==> src/rtl/smc_pkg.sv <==
// Package: shared widths, bit positions and source codes of the mode-control register.
// Assumes: an 8-bit control word, with bit positions fixed by the function each bit enables.
package smc_pkg;
    localparam int CTRL_W   = 8;
    localparam int BIT_AUX  = 1;
    localparam int BIT_MAIN = 2;
    localparam int BIT_PD   = 3;
    localparam int BIT_LOAD = 4;
    localparam int BIT_MSEL = 5;
    localparam int BIT_REF  = 6;

    typedef logic [CTRL_W-1:0] ctrl_t;

    // Bits that carry a function; the reserved positions are cleared by this mask.
    localparam ctrl_t FUNC_MASK = ctrl_t'((1 << BIT_AUX) | (1 << BIT_MAIN) | (1 << BIT_PD) |
                                          (1 << BIT_LOAD) | (1 << BIT_MSEL) | (1 << BIT_REF));

    typedef enum logic [2:0] {
        SRC_NONE,
        SRC_AUX,
        SRC_MAIN,
        SRC_MSEL,
        SRC_REF
    } src_t;
endpackage

==> src/rtl/smc_serial_port.sv <==
// Module: smc_serial_port
// Synchronises the three serial inputs into clk and shifts data in MSB first on
// each rising serial clock. Copies the shifted word into the holding buffer on a
// falling write strobe.
// Assumes: serial inputs are slow next to clk (each level held >= SYNC_STAGES+1 cycles),
// and data is stable around each rising serial clock.
module smc_serial_port
    import smc_pkg::*;
#(
    parameter int SYNC_STAGES = 2
) (
    input  logic  clk,
    input  logic  rst_n,
    input  logic  ser_clk,
    input  logic  ser_dat,
    input  logic  ser_wstb,
    output ctrl_t ctrl_q,
    output logic  ser_rise
);
    localparam int LAST = SYNC_STAGES - 1;

    logic [2:0] pipe [SYNC_STAGES];
    logic       clk_prev;
    logic       stb_prev;
    logic       wstb_fall;
    ctrl_t      shift_q;

    // Purpose: synchronizer chain for {clock, data, strobe}.
    always_ff @(posedge clk) begin
        if (!rst_n) begin
            for (int i = 0; i < SYNC_STAGES; i++) pipe[i] <= '0;
        end else begin
            pipe[0] <= {ser_wstb, ser_dat, ser_clk};
            for (int i = 1; i < SYNC_STAGES; i++) pipe[i] <= pipe[i-1];
        end
    end

    // Purpose: remember the last synchronised clock and strobe levels for edge detection.
    always_ff @(posedge clk) begin
        if (!rst_n) begin
            clk_prev <= 1'b0;
            stb_prev <= 1'b0;
        end else begin
            clk_prev <= pipe[LAST][0];
            stb_prev <= pipe[LAST][2];
        end
    end

    assign ser_rise  = pipe[LAST][0] & ~clk_prev;
    assign wstb_fall = ~pipe[LAST][2] & stb_prev;

    // Purpose: MSB-first shift register, one bit per serial clock rise.
    always_ff @(posedge clk) begin
        if (!rst_n)        shift_q <= '0;
        else if (ser_rise) shift_q <= {shift_q[CTRL_W-2:0], pipe[LAST][1]};
    end

    // Purpose: holding buffer, copied from the shift register on a strobe fall.
    always_ff @(posedge clk) begin
        if (!rst_n)         ctrl_q <= '0;
        else if (wstb_fall) ctrl_q <= shift_q;
    end
endmodule

==> src/rtl/smc_aux_serializer.sv <==
// Module: smc_aux_serializer
// Captures a parallel word when its source becomes selected and presents it LSB first,
// advancing one bit per serial clock rise. Gives zeros once AUX_W bits have gone out.
// Assumes: sel is a level in the clk domain; ser_rise is a one-cycle pulse.
module smc_aux_serializer #(
    parameter int AUX_W = 12
) (
    input  logic             clk,
    input  logic             rst_n,
    input  logic             sel,
    input  logic             ser_rise,
    input  logic [AUX_W-1:0] aux_word,
    output logic             aux_bit
);
    localparam int CNT_W = $clog2(AUX_W + 1);

    logic [AUX_W-1:0] sr_q;
    logic [CNT_W-1:0] left_q;
    logic             sel_q;

    // Purpose: capture on selection, shift per serial clock, clear when deselected.
    always_ff @(posedge clk) begin
        if (!rst_n) begin
            sr_q   <= '0;
            left_q <= '0;
            sel_q  <= 1'b0;
        end else begin
            sel_q <= sel;
            if (!sel) begin
                left_q <= '0;
            end else if (!sel_q) begin
                sr_q   <= aux_word;
                left_q <= CNT_W'(AUX_W);
            end else if (ser_rise && left_q != '0) begin
                sr_q   <= sr_q >> 1;
                left_q <= left_q - 1'b1;
            end
        end
    end

    assign aux_bit = (left_q != '0) & sr_q[0];
endmodule

==> src/rtl/smc_out_select.sv <==
// Module: smc_out_select
// Chooses the data output source from the four routing bits by fixed priority
// (aux, main, modulus select, reference) and flags requests for more than one source.
// Assumes: route bits are already gated by the enable line.
module smc_out_select
    import smc_pkg::*;
(
    input  logic [3:0] route,
    input  logic       aux_bit,
    input  logic       div_main,
    input  logic       msel_in,
    input  logic       div_ref,
    output logic       dout,
    output logic       conflict
);
    src_t       src;
    logic [2:0] n_req;

    // Purpose: priority decode of the requested source.
    always_comb begin
        if      (route[0]) src = SRC_AUX;
        else if (route[1]) src = SRC_MAIN;
        else if (route[2]) src = SRC_MSEL;
        else if (route[3]) src = SRC_REF;
        else               src = SRC_NONE;
    end

    // Purpose: drive the chosen source onto the data output.
    always_comb begin
        unique case (src)
            SRC_AUX:  dout = aux_bit;
            SRC_MAIN: dout = div_main;
            SRC_MSEL: dout = msel_in;
            SRC_REF:  dout = div_ref;
            default:  dout = 1'b0;
        endcase
    end

    // Purpose: count requests to detect an over-subscribed selection.
    always_comb begin
        n_req = '0;
        for (int i = 0; i < 4; i++) n_req = n_req + {2'b00, route[i]};
        conflict = (n_req > 3'd1);
    end
endmodule

==> src/rtl/synth_mode_ctl.sv <==
// Module: synth_mode_ctl (top)
// Buffered serial mode-control register: serial port, enable gating, control levels
// and data-output routing.
// Assumes: func_en_n is held high from power-up until a known word has been strobed in.
module synth_mode_ctl
    import smc_pkg::*;
#(
    parameter int AUX_W       = 12,
    parameter int SYNC_STAGES = 2
) (
    input  logic             clk,
    input  logic             rst_n,
    input  logic             ser_clk,
    input  logic             ser_dat,
    input  logic             ser_wstb,
    input  logic             func_en_n,
    input  logic [AUX_W-1:0] aux_word,
    input  logic             div_main,
    input  logic             div_ref,
    input  logic             msel_in,
    output logic             dout,
    output logic             pwr_down,
    output logic             cnt_load,
    output logic             sel_conflict
);
    ctrl_t      ctrl_q;
    ctrl_t      act;
    logic       ser_rise;
    logic       aux_bit;
    logic [3:0] route;

    smc_serial_port #(.SYNC_STAGES(SYNC_STAGES)) u_port (
        .clk      (clk),
        .rst_n    (rst_n),
        .ser_clk  (ser_clk),
        .ser_dat  (ser_dat),
        .ser_wstb (ser_wstb),
        .ctrl_q   (ctrl_q),
        .ser_rise (ser_rise)
    );

    // Purpose: enable gating and removal of reserved bits.
    assign act = func_en_n ? '0 : (ctrl_q & FUNC_MASK);

    assign pwr_down = act[BIT_PD];
    assign cnt_load = act[BIT_LOAD];
    assign route    = {act[BIT_REF], act[BIT_MSEL], act[BIT_MAIN], act[BIT_AUX]};

    smc_aux_serializer #(.AUX_W(AUX_W)) u_aux (
        .clk      (clk),
        .rst_n    (rst_n),
        .sel      (act[BIT_AUX]),
        .ser_rise (ser_rise),
        .aux_word (aux_word),
        .aux_bit  (aux_bit)
    );

    smc_out_select u_sel (
        .route    (route),
        .aux_bit  (aux_bit),
        .div_main (div_main),
        .msel_in  (msel_in),
        .div_ref  (div_ref),
        .dout     (dout),
        .conflict (sel_conflict)
    );
endmodule

==> config.mk <==
export PLATFORM = sky130hd
export DESIGN_NAME = synth_mode_ctl
export DESIGN_NICKNAME = d
export VERILOG_FILES = /design/src/rtl/smc_pkg.sv /design/src/rtl/smc_serial_port.sv /design/src/rtl/smc_aux_serializer.sv /design/src/rtl/smc_out_select.sv /design/src/rtl/synth_mode_ctl.sv
export SDC_FILE = /design/constraint.sdc
export NUM_CORES = 1
export LEC_CHECK = 0
export ABC_AREA = 1
export BUFFER_PORTS_ARGS = -buffer_cell sky130_fd_sc_hd__buf_2
export CORE_MARGIN = 2
export CORE_UTILIZATION = 50
export CTS_CLUSTER_DIAMETER = 150
export DETAILED_ROUTE_END_ITERATION = 7
export GPL_TIMING_DRIVEN = 0
export PLACE_DENSITY = 0.71
export SLEW_MARGIN = 15
export SYNTH_ARGS = -nofsm -noshare
export SYNTH_HDL_FRONTEND = slang
export SYNTH_SLANG_ARGS = --single-unit
==> constraint.sdc <==
create_clock -name clk -period 4.4 [get_ports clk]
set_clock_uncertainty 0.2 [all_clocks]
set_input_delay 0.44 -clock clk [delete_from_list [all_inputs] [get_ports clk]]
set_output_delay 0.44 -clock clk [all_outputs]
set_load 0.01 [all_outputs]
==> Yosys cells after proc, flatten, opt, wreduce, memory -nomap -nowiden <==
Memory sizes are Yosys's and may differ from the RTL's.
Index checks and enable logic that the tools add are counted.
{ "op_classes": {"add_sub_neg": 4, "magnitude_cmp": 1, "eq_ne": 5, "muxes": 14, "bitwise": 7, "n_reduce_logical": 5} }
{ "op_table": {"columns": ["op", "count"], "rows": [
  ["$mux 12", 2],
  ["$mux 3", 6],
  ["$mux 4", 2],
  ["$mux 7", 1],
  ["$add 3x1->3", 2],
  ["$eq 3x2->1 const B", 2],
  ["$pmux 1 s4", 1],
  ["$reduce_and 2->1", 2],
  ["$reduce_bool 4->1", 1],
  ["$sub 4x1->4 const B", 1],
  ["$and 1x1->1", 3],
  ["$eq 3x1->1 const B", 1],
  ["$eq 3x3->1 const B", 1],
  ["$gt 3x1->1 const B", 1],
  ["$reduce_and 3->1", 1],
  ["$add 1x1->2", 1],
  ["$mux 1", 2],
  ["$ne 2x2->1 const B", 1],
  ["$not 1->1", 2],
  ["$or 1x1->1", 2],
  ["$logic_and 1x1->1", 1]
]} }
{ "totals": {"regBits": 33, "ramBits": 6, "in_bits": 21, "output_inout_bits": 4, "wordCells": 45, "mem_count": 1} }
{ "mem_list": {"columns": ["memory", "words", "word_bits", "read_ports", "rd_clocked_by_memory_dff", "write_ports", "line", "source"], "rows": [
  ["u_port.pipe", 2, 3, 2, 0, 2, "smc_serial_port.sv:22", "logic [2:0] pipe [SYNC_STAGES];"]
]} }

==> Logic depth before layout (Yosys ltp) <==
Gate-level depths: netlist (run 1).
{ "depth": {"word_depth": 7, "depth_mapped": 9, "ltp_nobuf": 9} }

==> By module <==
From an unflattened synthesis (run 1), not the netlist that was laid out.
{ "unflattened": {"hier_cells": 278, "area_unflattened_um2": 1918.1} }
{ "modules_own_cells": {"columns": ["module", "n_inst", "cells_per_inst", "area_each_um2", "seq_area_each_um2"], "rows": [
  ["smc_serial_port", 1, 123, 905.9, 480.5],
  ["smc_aux_serializer", 1, 131, 895.9, 340.3],
  ["smc_out_select", 1, 12, 71.3, 0.0],
  ["synth_mode_ctl", 1, 12, 45.0, 0.0]
]} }

==> Least setup slack after synthesis (run 1) <==
Ideal clock, no wire load.
{ "synth_path": {"path_kind": "input port to output port", "from": "input port func_en_n", "to": "output port sel_conflict", "arrival_ps": 1515, "required_ps": 3760, "setup_slack_ps": 2245, "stages": 4, "path_buffers": 0, "path_cell_list": "nor2_4 > ha_1 > ha_1 > a211o_1"} }
{ "synth_via": {"elab_chain_cells": 5} }
{ "synth_rtl": {"columns": ["element", "line", "source"], "rows": [
  ["from (decl)", "synth_mode_ctl.sv:16", "input logic func_en_n,"],
  ["$mux 7 *", "synth_mode_ctl.sv:43", "assign act = func_en_n ? '0 : (ctrl_q & FUNC_MASK);"],
  ["$add 1x1->2", "smc_out_select.sv:42", "for (int i = 0; i < 4; i++) n_req = n_req + {2'b00, route[i]};"],
  ["$add 3x1->3", "smc_out_select.sv:42", null],
  ["$add 3x1->3 *", "smc_out_select.sv:42", null],
  ["$gt 3x1->1 *", "smc_out_select.sv:43", "conflict = (n_req > 3'd1);"],
  ["to (decl)", "synth_mode_ctl.sv:24", "output logic sel_conflict"]
]} }
Every way passes the cells marked *; elsewhere a longest branch is shown, timed or not.

==> Final worst setup path (run 1) <==
{ "layout_path": {"from": "register u_port.ctrl_q[1]", "to": "output port sel_conflict"} }
{ "layout_via": {"elab_chain_cells": 5} }
{ "layout_rtl": {"columns": ["element", "line", "source"], "rows": [
  ["from (decl)", "smc_serial_port.sv:17", "output ctrl_t ctrl_q,"],
  ["from (signal assigned)", "smc_serial_port.sv:61", "else if (wstb_fall) ctrl_q <= shift_q;"],
  ["$mux 7", "synth_mode_ctl.sv:43", null],
  ["$add 1x1->2", "smc_out_select.sv:42", null],
  ["$add 3x1->3 (2 in a row)", "smc_out_select.sv:42", null],
  ["$gt 3x1->1", "smc_out_select.sv:43", null]
]} }
No other way between the ends.

==> results.sh, run 1 <==
export IMPL_hold_violations=0
export IMPL_period_share_pct=58.9
export IMPL_ant_nets=0
export IMPL_critPathBufInv=2
export IMPL_postCtsSetupRepairBufs=0
export IMPL_place_congestion=0.768
export IMPL_fin_crit_ps=2590
export IMPL_crit_chain="inv_1, nor2_4, ha_1, ha_1, a211o_1, buf_2"
export IMPL_cts_buffers=5
export IMPL_viasPerCell=4.59
export IMPL_fillerInstances=325
export IMPL_cpMostUsedCell="ha_1"
export IMPL_core_area_sq_um=3340
export IMPL_arrival_ps=1950
export IMPL_drt_pass1_iter_count=4
export IMPL_routed_wl_mm=2.99
export IMPL_drive_gt1_share_pct=20.7
export IMPL_drc=0
export IMPL_layout_nets=294
export IMPL_grt_pass1_vias=1264
export IMPL_synth_cells=239
export IMPL_critical_path_class="register to output pin"
export IMPL_core_rowCount=21
export IMPL_yosys_top_cells_area="dfxtp_1 (44%), nand2_1 (11%), nor2_1 (7.8%)"
export IMPL_synth_net_count=263
export IMPL_grt_pass1_wl_mm=5.20
export IMPL_hp_class="input port to register"
export IMPL_slew_viol_final=0
export IMPL_vdd_ir_drop_max_mv=0.204
export IMPL_dieArea_sq_um=3970
export IMPL_multi_input_area_sq_um=785
export IMPL_grt_ovfl_total=0
export IMPL_status="finished clean"
export IMPL_clock_fmax_ghz=0.386
export IMPL_ios=25
export IMPL_crit_path_max_incr_delay_ps=320
export IMPL_drtIter0Drc=45
export IMPL_die_x_microns=63.0
export IMPL_gr_usage_all_layers_pct=16.9
export IMPL_crit_slowest_cell="dfxtp_1"
export IMPL_crit_required_ps=3760
export IMPL_rsz0062_at_grt="false"
export IMPL_port_buffers=24
export IMPL_critPathLaunchType="register"
export IMPL_p_total_mw=0.594
export IMPL_vias=1454
export IMPL_tns_ps=0
export IMPL_clockBufferDepth=2
export IMPL_clk_latency_ps=340
export IMPL_synthesis_area_sq_um=1740
export IMPL_post_synth_num_cell_types=27
export IMPL_final_setup_viol_count=0
export IMPL_htreeDepth=2
export IMPL_avgSynthCellArea_sq_um=7.29
export IMPL_drv_cap=0
export IMPL_antenna_found_initial=0
export IMPL_clk_pin_slew_ps=110
export IMPL_dpl_hpwl_mm=2.22
export IMPL_p_per_area_nw_per_um2=300
export IMPL_worstMarginPinSlew_ps=389
export IMPL_postCtsHoldBufs=0
export IMPL_register_area_sq_um=761
export IMPL_cts_tree="built"
export IMPL_cts_root_buf="clkbuf_4"
export IMPL_synth_top_cell_by_area="dfxtp_1"
export IMPL_yosysWarnings=0
export IMPL_ys_seq_area_share_pct=43.6
export IMPL_endpoint_kind="output pin"
export IMPL_post_drt_wl_per_cell_microns=9.43
export IMPL_initial_core_util_pct=52.2
export IMPL_grt_max_degree=12
export IMPL_crit_family="adder cells"
export IMPL_synth_top_area_share_pct=43.6
export IMPL_antennaDiodeCount=0
export IMPL_leakage_nw=1.01
export IMPL_slew_headroom_pct=74.1
export IMPL_clock_sinks=38
export IMPL_die_y_microns=63.0
export IMPL_ctsResizeCount=0
export IMPL_area_growth_synth_to_final_pct=13.6
export IMPL_synth_seq_cells=38
export IMPL_crit_path_max_fanout=7
through the flow:
stage	area [sq um]	std cells	hold slack [ps]	util, %	setup slack, ps
finish	1980	317	74.2	59.4	1810
floorplan	1740	239	190	-	2240
global placement	1920	309	192	57.6	1910
CTS	1980	317	59.7	59.4	1780
global route	1980	317	34.8	59.4	1680
detailed placement	1920	309	199	57.6	1900
Yosys cell counts:
cell type	number
a211o_1	1
a21boi_0	1
a21oi_1	7
buf_12	1
buf_2	1
buf_4	1
buf_6	2
clkbuf_1	2
clkinv_1	1
dfxtp_1	38
ha_1	3
inv_1	33
inv_2	2
nand2_1	50
nand2_2	1
nand2_4	3
nand2_8	1
nand3_1	11
nand4_1	3
nor2_1	36
nor2_2	10
nor2_4	2
nor3_1	1
nor3_2	1
o21ai_0	25
o21ai_1	1
xor2_1	1
cell families (layout without fill, tap and decap cells):
logic type / count (synthesis) / in the layout / share of synthesized area (%)
AO/OA/AOI/OAI: 35 / 35 / 10.4
AND/OR/NAND/NOR: 119 / 119 / 31.9
XOR/XNOR: 1 / 1 / 0.503
buffers and inverters: 43 / 75 / 11.3
flip-flops: 38 / 38 / 43.6
adder cells (fa/ha/maj): 3 / 3 / 2.15
metal layers:
layer  part of all wire [%]  track usage (%)
met3                    4.3             7.57
met2                     46             26.9
met5                      0                0
met4                    1.7             6.67
met1                     48             19.8
final timing paths:
kind / start / to / slack, ps / cells after the start
worst min-delay path: ser_wstb / u_port.pipe[0][2]$_SDFF_PN0_ / 70 / 3
worst max register to register: u_aux.left_q[0]$_SDFFE_PN0P_ / u_aux.sr_q[0]$_SDFFE_PN0P_ / 2770 / 9
worst min register to register: u_port.pipe[0][0]$_SDFF_PN0_ / u_port.pipe[0][3]$_SDFF_PN0_ / 220 / 2
worst max-delay path: u_port.ctrl_q[1]$_SDFFE_PN0P_ / sel_conflict / 1810 / 6
cell usage in the layout (no fill, tap or decap):
master	n
nor3_2	1
nand2_2	1
inv_2	2
buf_2	25
nor2_4	2
a211o_1	1
o21ai_0	25
nand4_1	3
nand2_4	3
clkbuf_1	3
clkinv_2	1
inv_1	33
buf_12	1
a21oi_1	7
nand2_8	1
nor2_1	36
clkbuf_8	1
o21ai_1	1
a21boi_0	1
buf_4	1
buf_6	2
nand2_1	50
dfxtp_1	38
ha_1	3
nor3_1	1
nor2_2	10
clkbuf_4	5
nand3_1	11
clkinv_1	1
xor2_1	1
state kept, by name (all words and copies together), names as in the netlist:
signal,count
u_aux.sr_q,12
u_port.shift_q,7
u_port.ctrl_q,6
u_port.pipe,6
u_aux.left_q,4
u_aux.sel_q,1
u_port.clk_prev,1
u_port.stb_prev,1
tightest hold or removal path, delay by kind of cell:
family,cells,cell delay [ps]
and+or+nand+nor,1,40
buffers and inverters,2,110
area by class of cell:
cell class | instances | area share [%]
Buffer | 7 | 3.16
Clock inverter | 1 | 0.253
Tap cell | 46 | 2.91
Sequential cell | 38 | 38.4
Multi-Input combinational cell | 158 | 39.6
Timing Repair Buffer | 24 | 6.06
Inverter | 36 | 6.82
Clock buffer | 7 | 2.78
where the power goes:
part	total [mW]	leakage, nW	switching (mW)	internal (mW)
combinational	0.0488	0.661	0.0284	0.0204
clock	0.186	0.0353	0.109	0.0775
sequential	0.359	0.309	0.00438	0.354
(Power assumes the default switching activity.)
==> run 2: changes to the inputs <==
==> constraint.sdc (replaced) <==
create_clock -name clk -period 2.4 [get_ports clk]
set_clock_uncertainty 0.2 [all_clocks]
set_input_delay 0.24 -clock clk [delete_from_list [all_inputs] [get_ports clk]]
set_output_delay 0.24 -clock clk [all_outputs]
set_load 0.01 [all_outputs]
==> run 2 against run 1 <==
  * Routed wire length grew 2.6%
  * Final area is 2.9% higher
  * Clock power up 84%
  * Sequential share of layout area down 1.1 points
  * Register-to-register slack worse by 2000 ps
  * Utilization grew 1.7 points
  * Flip-flop and latch count unchanged
  * Largest power group unchanged
==> results.sh, run 2 (synthesis results as in run 1) <==
export IMPL_post_drt_wl_per_cell_microns=9.50
export IMPL_fillerInstances=317
export IMPL_slew_viol_final=0
export IMPL_crit_path_max_fanout=3
export IMPL_cts_root_buf="clkbuf_4"
export IMPL_hp_class="input port to register"
export IMPL_layout_common_cells="nand2_1 (50), dfxtp_1 (38), nor2_1 (36)"
export IMPL_dpl_hpwl_mm=2.22
export IMPL_critical_path_class="register to output pin"
export IMPL_antenna_found_initial=0
export IMPL_ctsResizeCount=0
export IMPL_r2r_start="u_aux.left_q[0]$_SDFFE_PN0P_"
export IMPL_clk_latency_ps=340
export IMPL_fin_cells=323
export IMPL_core_rowCount=21
export IMPL_antennaDiodeCount=0
export IMPL_critPathLaunchType="register"
export IMPL_clk_pin_slew_ps=110
export IMPL_multi_input_area_sq_um=785
export IMPL_die_y_microns=63.0
export IMPL_final_common_cell="nand2_1"
export IMPL_die_x_microns=63.0
export IMPL_tns_ps=0
export IMPL_grt_pass1_wl_mm=5.33
export IMPL_clock_fmax_ghz=0.443
export IMPL_viasPerCell=4.59
export IMPL_crit_required_ps=1960
export IMPL_fin_util_pct=61.1
export IMPL_htreeDepth=2
export IMPL_crit_slowest_cell="dfxtp_1"
export IMPL_drtIter0Drc=37
export IMPL_slew_headroom_pct=74.3
export IMPL_drv_cap=0
export IMPL_drt_pass1_iter_count=4
export IMPL_grt_max_degree=12
export IMPL_dieArea_sq_um=3970
export IMPL_dp_cells=309
export IMPL_ant_nets=0
export IMPL_largest_register="u_aux.sr_q"
export IMPL_grt_ovfl_total=0
export IMPL_p_per_area_nw_per_um2=538
export IMPL_cts_tree="built"
export IMPL_crit_path_max_incr_delay_ps=330
export IMPL_largest_reg_flops=12
export IMPL_leakage_nw=1.03
export IMPL_period_share_pct=94.1
export IMPL_fin_crit_ps=2260
export IMPL_drc=0
export IMPL_layout_nets=300
export IMPL_core_area_sq_um=3340
export IMPL_crit_start="u_port.ctrl_q[2]$_SDFFE_PN0P_"
export IMPL_cts_buffers=5
export IMPL_register_area_sq_um=761
export IMPL_routed_wl_mm=3.07
export IMPL_crit_chain="nand2_1, inv_1, ha_1, ha_1, a211o_1, buf_2"
export IMPL_grt_pass1_vias=1314
export IMPL_status="finished clean"
export IMPL_largest_registers="u_aux.sr_q x12, u_port.shift_q x7"
export IMPL_cpMostUsedCell="ha_1"
export IMPL_clockBufferDepth=2
export IMPL_drive_gt1_share_pct=20.6
export IMPL_port_buffers=24
export IMPL_hold_violations=0
export IMPL_area_growth_synth_to_final_pct=16.9
export IMPL_gr_usage_all_layers_pct=17.3
export IMPL_endpoint_kind="output pin"
export IMPL_final_setup_viol_count=0
export IMPL_place_congestion=0.768
export IMPL_worstMarginPinSlew_ps=386
export IMPL_vias=1484
export IMPL_ios=25
export IMPL_hold_start="aux_word[9]"
export IMPL_arrival_ps=1820
export IMPL_clock_sinks=38
export IMPL_rsz0062_at_grt="false"
export IMPL_initial_core_util_pct=52.2
export IMPL_vdd_ir_drop_max_mv=0.375
[run 2: cell types whose count changed in the layout (fill, tap and decap cells not counted), sizes merged]
cell,delta
buf,+1
dlygate4sd3,+5
[run 2: worst paths after layout]
kind	endpoint	cells past startpoint	slack (ps)
max	sel_conflict	6	140
min	u_aux.sr_q[9]$_SDFFE_PN0P_	5	20
max reg2reg	u_aux.sr_q[0]$_SDFFE_PN0P_	9	790
min reg2reg	u_port.pipe[0][3]$_SDFF_PN0_	2	220
[run 2: repair_timing]
| item | 4_1_cts | 5_1_grt |
|---|---|---|
| hold endpoints to repair | 5 | 0 |
| buffers inserted | 1 | 0 |
| hold buffers | 5 | 0 |
| setup endpoints to repair | 1 | 0 |
[run 2: through the flow]
step	setup WS, ps	hold WS [ps]	power [mW]	area (sq um)
after floorplan	547	138	0.730	1740
final	142	21.4	1.10	2040
after detailed placement	302	199	0.763	1920
after global routing	16.1	23.9	1.16	2040
after global placement	314	192	0.761	1920
after CTS	112	16.6	1.11	2040
[run 2: critical path: cells and delay by family, from the launching register on]
family          cells  cell delay (ps)
fa+ha+maj           2              560
flops               1              330
compound gates      1              280
buf+inv             2              200
simple gates        1              100
[run 2: report_power, final]
part	switching (mW)	internal, mW
logic	0.0533	0.0432
clock network	0.201	0.142
registers	0.00806	0.650
total	0.262	0.835
[run 2: metal layers]
layer,up-vias,share of wire (%),GRT usage (%)
met5,-,0,0
met4,0,1.7,6.67
met3,6,4.0,7.57
met2,19,46,28.1
met1,645,48,19.9
li1,814,-,-
[run 2: cell type report]
cell class / count / area share (%)
plain buffers: 7 / 3.07
clock buffers: 7 / 2.70
clock inverters: 1 / 0.246
inverters: 36 / 6.63
multi-input cells: 158 / 38.5
flip-flops and latches: 38 / 37.3
well taps: 46 / 2.82
repair buffers: 30 / 8.72
